==> config.mk <==
export PLATFORM = sky130hd
export DESIGN_NAME = gpio_override_port
export DESIGN_NICKNAME = d
export VERILOG_FILES = /design/src/rtl/gpio_ovr_pkg.sv /design/src/rtl/gpio_ovr_sync.sv /design/src/rtl/gpio_ovr_ctrl.sv /design/src/rtl/gpio_ovr_datapath.sv /design/src/rtl/gpio_override_port.sv
export SDC_FILE = /design/constraint.sdc
export NUM_CORES = 1
export LEC_CHECK = 0
export ABC_AREA = 0
export BUFFER_PORTS_ARGS = -buffer_cell sky130_fd_sc_hd__buf_2
export CAP_MARGIN = 20
export CORE_MARGIN = 5
export CORE_UTILIZATION = 40
export DETAILED_ROUTE_END_ITERATION = 10
export HOLD_SLACK_MARGIN = 0.05
export MAX_ROUTING_LAYER = met4
export PLACE_DENSITY = 0.69
export SETUP_SLACK_MARGIN = 0.5
export SLEW_MARGIN = 30
export SYNTH_ARGS = -nofsm -noshare
export SYNTH_HDL_FRONTEND = slang
export SYNTH_HIERARCHICAL = 1
export SYNTH_SLANG_ARGS = --single-unit
==> constraint.sdc <==
create_clock -name clk -period 1.4 [get_ports clk]
set_input_delay 0.21 -clock clk [delete_from_list [all_inputs] [get_ports clk]]
set_output_delay 0.21 -clock clk [all_outputs]
set_load 0.1 [all_outputs]
==> src/rtl/gpio_ovr_pkg.sv <==
package gpio_ovr_pkg;
  localparam int ADDR_WIDTH = 2;

  typedef enum logic [ADDR_WIDTH-1:0] {
    SEL_LATCH = 2'd0,
    SEL_DIR   = 2'd1,
    SEL_PULL  = 2'd2,
    SEL_SLEW  = 2'd3
  } regSel_e;

  typedef struct packed {
    logic    wrLatch;
    logic    wrDir;
    logic    wrPull;
    logic    wrSlew;
    regSel_e rdSel;
  } ctrlStrobe_t;
endpackage

==> src/rtl/gpio_ovr_sync.sv <==
module gpio_ovr_sync #(
  parameter int WIDTH  = 6,
  parameter int STAGES = 2
) (
  input  logic             clk,
  input  logic             rstN,
  input  logic [WIDTH-1:0] asyncIn,
  output logic [WIDTH-1:0] syncOut
);
  logic [WIDTH-1:0] stageQ [STAGES];

  generate
    for (genvar s = 0; s < STAGES; s++) begin : g_stage
      if (s == 0) begin : g_first
        always_ff @(posedge clk) begin
          if (!rstN) stageQ[0] <= '0;
          else       stageQ[0] <= asyncIn;
        end
      end else begin : g_next
        always_ff @(posedge clk) begin
          if (!rstN) stageQ[s] <= '0;
          else       stageQ[s] <= stageQ[s-1];
        end
      end
    end
  endgenerate

  assign syncOut = stageQ[STAGES-1];
endmodule

==> src/rtl/gpio_ovr_ctrl.sv <==
module gpio_ovr_ctrl
  import gpio_ovr_pkg::*;
(
  input  logic [ADDR_WIDTH-1:0] regAddr,
  input  logic                  regWrEn,
  output ctrlStrobe_t           strobe
);
  regSel_e sel;

  always_comb begin
    sel            = regSel_e'(regAddr);
    strobe.rdSel   = sel;
    strobe.wrLatch = regWrEn && (sel == SEL_LATCH);
    strobe.wrDir   = regWrEn && (sel == SEL_DIR);
    strobe.wrPull  = regWrEn && (sel == SEL_PULL);
    strobe.wrSlew  = regWrEn && (sel == SEL_SLEW);
  end
endmodule

==> src/rtl/gpio_ovr_datapath.sv <==
module gpio_ovr_datapath
  import gpio_ovr_pkg::*;
#(
  parameter int PIN_COUNT   = 6,
  parameter int REG_WIDTH   = 8,
  parameter int SYNC_STAGES = 2
) (
  input  logic                 clk,
  input  logic                 rstN,
  input  ctrlStrobe_t          strobe,
  input  logic [REG_WIDTH-1:0] regWrData,
  output logic [REG_WIDTH-1:0] regRdData,
  input  logic [PIN_COUNT-1:0] uartClaim,
  input  logic [PIN_COUNT-1:0] uartOe,
  input  logic [PIN_COUNT-1:0] uartDo,
  input  logic [PIN_COUNT-1:0] spiClaim,
  input  logic [PIN_COUNT-1:0] spiOe,
  input  logic [PIN_COUNT-1:0] spiDo,
  input  logic [PIN_COUNT-1:0] padIn,
  output logic [PIN_COUNT-1:0] padOe,
  output logic [PIN_COUNT-1:0] padDo,
  output logic [PIN_COUNT-1:0] padPullEn,
  output logic [PIN_COUNT-1:0] padSlewEn
);
  localparam int PAD_BITS = REG_WIDTH - PIN_COUNT;

  logic [PIN_COUNT-1:0] latchQ, dirQ, pullQ, slewQ;
  logic [PIN_COUNT-1:0] pinSync, pinView;
  logic [PIN_COUNT-1:0] rdNext;
  logic                 unusedWrBits;

  assign unusedWrBits = ^regWrData[REG_WIDTH-1:PIN_COUNT];

  always_ff @(posedge clk) begin
    if (!rstN) begin
      latchQ <= '0;
      dirQ   <= '0;
      pullQ  <= '0;
      slewQ  <= '0;
    end else begin
      if (strobe.wrLatch) latchQ <= regWrData[PIN_COUNT-1:0];
      if (strobe.wrDir)   dirQ   <= regWrData[PIN_COUNT-1:0];
      if (strobe.wrPull)  pullQ  <= regWrData[PIN_COUNT-1:0];
      if (strobe.wrSlew)  slewQ  <= regWrData[PIN_COUNT-1:0];
    end
  end

  gpio_ovr_sync #(.WIDTH(PIN_COUNT), .STAGES(SYNC_STAGES)) u_sync (
    .clk     (clk),
    .rstN    (rstN),
    .asyncIn (padIn),
    .syncOut (pinSync)
  );

  generate
    for (genvar p = 0; p < PIN_COUNT; p++) begin : g_pin
      always_comb begin
        if (uartClaim[p]) begin
          padOe[p] = uartOe[p];
          padDo[p] = uartDo[p];
        end else if (spiClaim[p]) begin
          padOe[p] = spiOe[p];
          padDo[p] = spiDo[p];
        end else begin
          padOe[p] = dirQ[p];
          padDo[p] = latchQ[p];
        end
        padPullEn[p] = pullQ[p] & ~dirQ[p];
        padSlewEn[p] = slewQ[p] & padOe[p];
        pinView[p]   = dirQ[p] ? latchQ[p] : pinSync[p];
      end
    end
  endgenerate

  always_comb begin
    unique case (strobe.rdSel)
      SEL_LATCH: rdNext = pinView;
      SEL_DIR:   rdNext = dirQ;
      SEL_PULL:  rdNext = pullQ;
      SEL_SLEW:  rdNext = slewQ;
      default:   rdNext = '0;
    endcase
  end

  always_ff @(posedge clk) begin
    if (!rstN) regRdData <= '0;
    else       regRdData <= {{PAD_BITS{1'b0}}, rdNext};
  end
endmodule

==> src/rtl/gpio_override_port.sv <==
module gpio_override_port
  import gpio_ovr_pkg::*;
#(
  parameter int PIN_COUNT   = 6,
  parameter int REG_WIDTH   = 8,
  parameter int SYNC_STAGES = 2
) (
  input  logic                  clk,
  input  logic                  rstN,
  input  logic [ADDR_WIDTH-1:0] regAddr,
  input  logic                  regWrEn,
  input  logic [REG_WIDTH-1:0]  regWrData,
  output logic [REG_WIDTH-1:0]  regRdData,
  input  logic [PIN_COUNT-1:0]  uartClaim,
  input  logic [PIN_COUNT-1:0]  uartOe,
  input  logic [PIN_COUNT-1:0]  uartDo,
  input  logic [PIN_COUNT-1:0]  spiClaim,
  input  logic [PIN_COUNT-1:0]  spiOe,
  input  logic [PIN_COUNT-1:0]  spiDo,
  input  logic [PIN_COUNT-1:0]  padIn,
  output logic [PIN_COUNT-1:0]  padOe,
  output logic [PIN_COUNT-1:0]  padDo,
  output logic [PIN_COUNT-1:0]  padPullEn,
  output logic [PIN_COUNT-1:0]  padSlewEn
);
  ctrlStrobe_t strobe;

  gpio_ovr_ctrl u_ctrl (
    .regAddr (regAddr),
    .regWrEn (regWrEn),
    .strobe  (strobe)
  );

  gpio_ovr_datapath #(
    .PIN_COUNT   (PIN_COUNT),
    .REG_WIDTH   (REG_WIDTH),
    .SYNC_STAGES (SYNC_STAGES)
  ) u_dp (
    .clk       (clk),
    .rstN      (rstN),
    .strobe    (strobe),
    .regWrData (regWrData),
    .regRdData (regRdData),
    .uartClaim (uartClaim),
    .uartOe    (uartOe),
    .uartDo    (uartDo),
    .spiClaim  (spiClaim),
    .spiOe     (spiOe),
    .spiDo     (spiDo),
    .padIn     (padIn),
    .padOe     (padOe),
    .padDo     (padDo),
    .padPullEn (padPullEn),
    .padSlewEn (padSlewEn)
  );
endmodule

* Word-level counts from Yosys, hierarchy flattened
Memory sizes are Yosys's and may differ from the RTL's.
Cells that the tools add are included.
W data, S select, Z words.
** Word-level totals
- Logic and storage cells :: 70
- Memories kept :: 1
- Bits in registers :: 32
- Bits of input ports :: 55
- Bits in writable memories :: 12
** Memory list
- u_dp.u_sync.stageQ :: depth 2, bits a word 6, rd ports 2, clocked after memory_dff 0, write ports 2, RTL line gpio_ovr_sync.sv:10 : logic [WIDTH-1:0] stageQ [STAGES];
** Operators by class
- Equality and inequality tests :: 3
- Bitwise gates (word level) :: 20
- Mux-type cells :: 35
- Reductions and logical operators :: 5
** Operators by type and width (count)
- $mux W1 :: 32
- $pmux W6 S4 :: 1
- $and A1 B1 Y1 :: 12
- $mux W6 :: 2
- $not A1 Y1 :: 6
- $eq A2 B2 Y1 const B :: 2
- $logic_and A1 B1 Y1 :: 4
- $eq A2 B1 Y1 const B :: 1
- $logic_not A2 Y1 :: 1
- $or A1 B1 Y1 :: 2

* Logic depth before layout (Yosys ltp)
- Depth in word-level cells :: 3
- Depth in mapped cells :: 5
- Depth with buffers taken out :: 3

* Modules after synthesis
The synthesis kept the hierarchy.
** Modules (own cells, without submodules)
- gpio_ovr_datapath :: times used 1, area an instance 1600.3 um^2, cells an instance 164, sequential area each 600.6 um^2
- gpio_ovr_sync :: times used 1, area an instance 336.6 um^2, cells an instance 25, sequential area each 240.2 um^2
- gpio_ovr_ctrl :: times used 1, area an instance 52.6 um^2, cells an instance 6, sequential area each 0.0 um^2

* Worst setup path after synthesis
OpenSTA, ideal clock, no wires.
- Path kind :: register to output
- Start point :: register u_dp.dirQ[3]
- End point :: output port padSlewEn[3]
- Slack :: -1.553 ns
- Arrival :: 2.743 ns
- Data required time :: 1.190 ns
- Cell stages (with the launch flop) :: 4
- Cells stage by stage :: dfxtp_1 mux2i_1 o21ai_1 and2_1
** On the way
- Word-level cells in the longest chain between the ends :: 3
** RTL lines
- from (decl) :: RTL line gpio_ovr_datapath.sv:27 : logic [PIN_COUNT-1:0] latchQ, dirQ, pullQ, slewQ;
- from (signal assigned) :: RTL line gpio_ovr_datapath.sv:42 : if (strobe.wrDir) dirQ <= regWrData[PIN_COUNT-1:0];
- $mux W1 :: RTL line gpio_ovr_datapath.sv:61 : end else if (spiClaim[p]) begin
- $mux W1 :: RTL line gpio_ovr_datapath.sv:58 : if (uartClaim[p]) begin
- net padOe[3] :: RTL line gpio_override_port.sv:21 : output logic [PIN_COUNT-1:0] padOe,
- $and A1 B1 Y1 :: RTL line gpio_ovr_datapath.sv:69 : padSlewEn[p] = slewQ[p] & padOe[p];
- to (decl) :: RTL line gpio_override_port.sv:24 : output logic [PIN_COUNT-1:0] padSlewEn
The timed path passes the listed nets, and every way through them passes these cells.

* Worst setup path in the final report
- Start point :: register u_dp.dirQ[5]
- End point :: output port padSlewEn[5]
** On the way
- Word-level cells in the longest chain between the ends :: 3
** RTL lines (RTL line)
- $mux W1 :: gpio_ovr_datapath.sv:61
- $mux W1 :: gpio_ovr_datapath.sv:58
- $and A1 B1 Y1 :: gpio_ovr_datapath.sv:69
No other way between the ends.

==> results.md <==
- Status: complete, but fails checks
- Failing checks: negative setup slack
- Total Wirelength: 5990 um
- Final setup violation count: 10
- CTS tree: done
- CP max FO: 2
- Register bit total from synthesis: 42
- Remaining DRCs: 0
- WL per Instance: 16.1 um
- Worst Clk Skew: 0.0116 ns
- Final ANT Viol Nets: 0
- Register area share after synthesis: 42.3%
- Nets: 360
- DP Area: 3050 um2
- Mapped Cells: 195
- Initial antenna violation count: 0
- Clk pwr share: 31.2%
- IO Count: 87
- Sink Count: 42
- Number of DRC markers in iteration 0: 56
- Area of the core: 4790 um2
- Hold/Removal Path Class: in2reg
- Post-route cell area: 3740 um2
- Max-slew violations: 0
- Design Power: 3.48 mW
- Largest vdd supply drop: 0.762 mV
- Max-cap check violation count: 0
- DP HPWL: 3830 um
- Crit. End Element: output pin
- Beginning of the critical path: u_dp/dirQ[5]$_SDFFE_PN0P_
- FF-to-FF End: u_dp/regRdData[3]$_SDFF_PN0_
- Avg Synthesized Cell Area: 10.2 um2
- RR Startpoint: u_dp/dirQ[3]$_SDFFE_PN0P_
- Htree depth: 2
- Top-count cell post-synth: mux2i_1
- Layout Area Growth over Synthesis: 88.2%
- Post-synth EDFFs: 0
- Die X: 80.5 um
- Full die area: 6480 um2
- Main synth FF type: dfxtp_1
- Cell Area, Synth: 1990 um2
- Layout cell share with drive strength beyond 1: 65.0%
- Critical path class: reg2out
- Synth area leaders: dfxtp_1, mux2i_1, nor2b_1, and2_1, and2_2
- Die Ht: 80.5 um
- Cell Int Power: 2.36 mW
- Num CTS Buffers: 5
- Grt total ovfl: 0
- Pin count of the biggest net entering global routing: 25
- Flop pwr share: 36.7%
- Total track usage: 18.1%
- CP Launch Type: flip-flop
- Netlist cell types: 22
- Vias in the first global route: 1837
- CTS max path bufs: 2
- Combinational group share of total power: 32.1%
- Vias: 1769
- Drt pass-1 iters: 4
- Post-route setup slack: -0.0480 ns
- Placer Congestion: 0.749
- Synth warn: 6
- RSZ-0062 raised after global routing: true
- Top-area cell type share of the netlist area: 42.3%
- First-pass GRT wire length: 8850 um
- Diode count: 0
- Clk Latency, worst-skew pair: 0.30 ns
- Port bufs: 82
- LEAKAGE: 1.50 nW
- FF-to-FF setup slack: 0.02 ns
- Final hold viol count: 0
- Drt via density: 4.74
- Row count: 25
- Net Sw Power: 1.12 mW
- PD cells: 930 nW/um2
- R2R depth: 6
- Fmax: 691 MHz
- Top cells by count, synth: mux2i_1, dfxtp_1, nor2b_1
- Reg clk slew, reported paths: 0.08 ns
- Clock root buffer: clkbuf_8
- Min Tclk post-route: 1.45 ns
- FFs w/ async S/R, synth: 0%
- Critical Path End: padSlewEn[5]
- Hold-fix buffer count after cts: 0
- Net Sw Frac: 32.3%
- Initial Util: 41.6%
- Critical path required time: 1.19 ns
- Synth area leader: dfxtp_1
- CP Data Arrival Time: 1.24 ns
- Crit share post-route: 103%
[sequential cells by signal (all words and copies together), names as in the netlist]
name                count
u_dp/u_sync/stageQ     12
u_dp/dirQ               6
u_dp/latchQ             6
u_dp/pullQ              6
u_dp/regRdData          6
u_dp/slewQ              6
[routing by layer]
metal,global-route usage (%),routed length [um]
met1,21.9,2480
met3,4.37,334
met2,30.5,3110
met5,-,0
met4,4.05,72
[through the flow]
| stage | cells | setup TNS (ns) | hold slack [ns] | utilization [%] | worst slack (ns) |
|---|---|---|---|---|---|
| 2_1_floorplan | 196 | -1.77 | 0.337 | - | -0.296 |
| 3_5_place_dp | 338 | 0 | 0.423 | 63.7 | 0.0738 |
| 4_1_cts | 368 | -0.262 | 0.122 | 75.2 | -0.0473 |
| 6_report | 373 | -0.260 | 0.126 | 78.2 | -0.0480 |
| 3_3_place_gp | 338 | 0 | 0.416 | 63.7 | 0.136 |
| 5_1_grt | 373 | -0.765 | 0.129 | 78.2 | -0.104 |
[cell usage in the layout, fill, tap and decap left out]
cell	instances
buf_4	12
and3_4	1
mux2i_4	13
buf_12	31
clkbuf_8	5
nor3b_4	1
dfxtp_2	12
and3b_1	1
and2_4	6
a221oi_1	2
nand2_1	12
and2_1	4
o21ai_4	12
dfxtp_1	24
and3b_2	1
nand2b_4	1
buf_6	23
buf_2	50
clkinv_4	1
clkbuf_16	1
dfxtp_4	6
and2b_4	5
mux2i_2	3
conb_1	2
nor2b_4	1
o21ai_1	6
bufinv_16	1
nor2_2	1
a221oi_2	4
and2_2	8
nor2b_1	24
mux2i_1	32
[power groups by stage]
stage / clock, mW / sequential [mW] / combinational, mW
after floorplan: 0 / 1.37 / 0.562
after global placement: 0 / 1.31 / 0.933
after detailed placement: 0 / 1.31 / 0.946
after CTS: 1.10 / 1.27 / 1.08
after global routing: 1.15 / 1.28 / 1.17
final: 1.09 / 1.28 / 1.12
[critical path: stages (launching register included)]
cell     delay, ns
dfxtp_4       0.37
mux2i_4       0.07
o21ai_4       0.16
and2_4        0.18
buf_12        0.16
[worst min-delay path by stage]
stage / depth (start not counted) / slack (ns) / endpoint / from
floorplan: 1 / 0.34 / u_dp/u_sync/stageQ[0][4]$_SDFF_PN0_ / padIn[4]
global placement: 2 / 0.42 / u_dp/u_sync/stageQ[0][4]$_SDFF_PN0_ / padIn[4]
detailed placement: 1 / 0.42 / u_dp/u_sync/stageQ[1][2]$_SDFF_PN0_ / u_dp/u_sync/stageQ[0][2]$_SDFF_PN0_
CTS: 2 / 0.12 / u_dp/u_sync/stageQ[0][5]$_SDFF_PN0_ / padIn[5]
global route: 2 / 0.13 / u_dp/u_sync/stageQ[0][5]$_SDFF_PN0_ / padIn[5]
finish: 2 / 0.13 / u_dp/u_sync/stageQ[0][5]$_SDFF_PN0_ / padIn[5]
[timing repair]
item / in CTS / in global routing
resized for setup: 55 / 23
setup buffers: 22 / 5
endpoints found under the setup margin: 46 / 47
pin swaps: 21 / 8
endpoints found under the hold margin: 0 / 0
[layout make-up]
| cell class | count | area (um2) |
|---|---|---|
| multi-input cells | 140 | 1430 |
| repair buffers | 116 | 1220 |
| fillers | 305 | 1040 |
| flip-flops and latches | 42 | 878 |
| clock buffers | 6 | 93.8 |
| well taps | 67 | 83.8 |
| clock inverters | 2 | 38.8 |
[cells by family after synthesis]
logic type | count (synthesis) | share of synthesized area (%)
AND/OR/NAND/NOR | 66 | 20.9
flip-flops | 42 | 42.3
AO/OA/AOI/OAI | 24 | 7.48
multiplexers | 48 | 24.2
buffers and inverters | 14 | 4.97
other | 1 | 0.188
No activity file was read; power rests on OpenSTA's default activity.
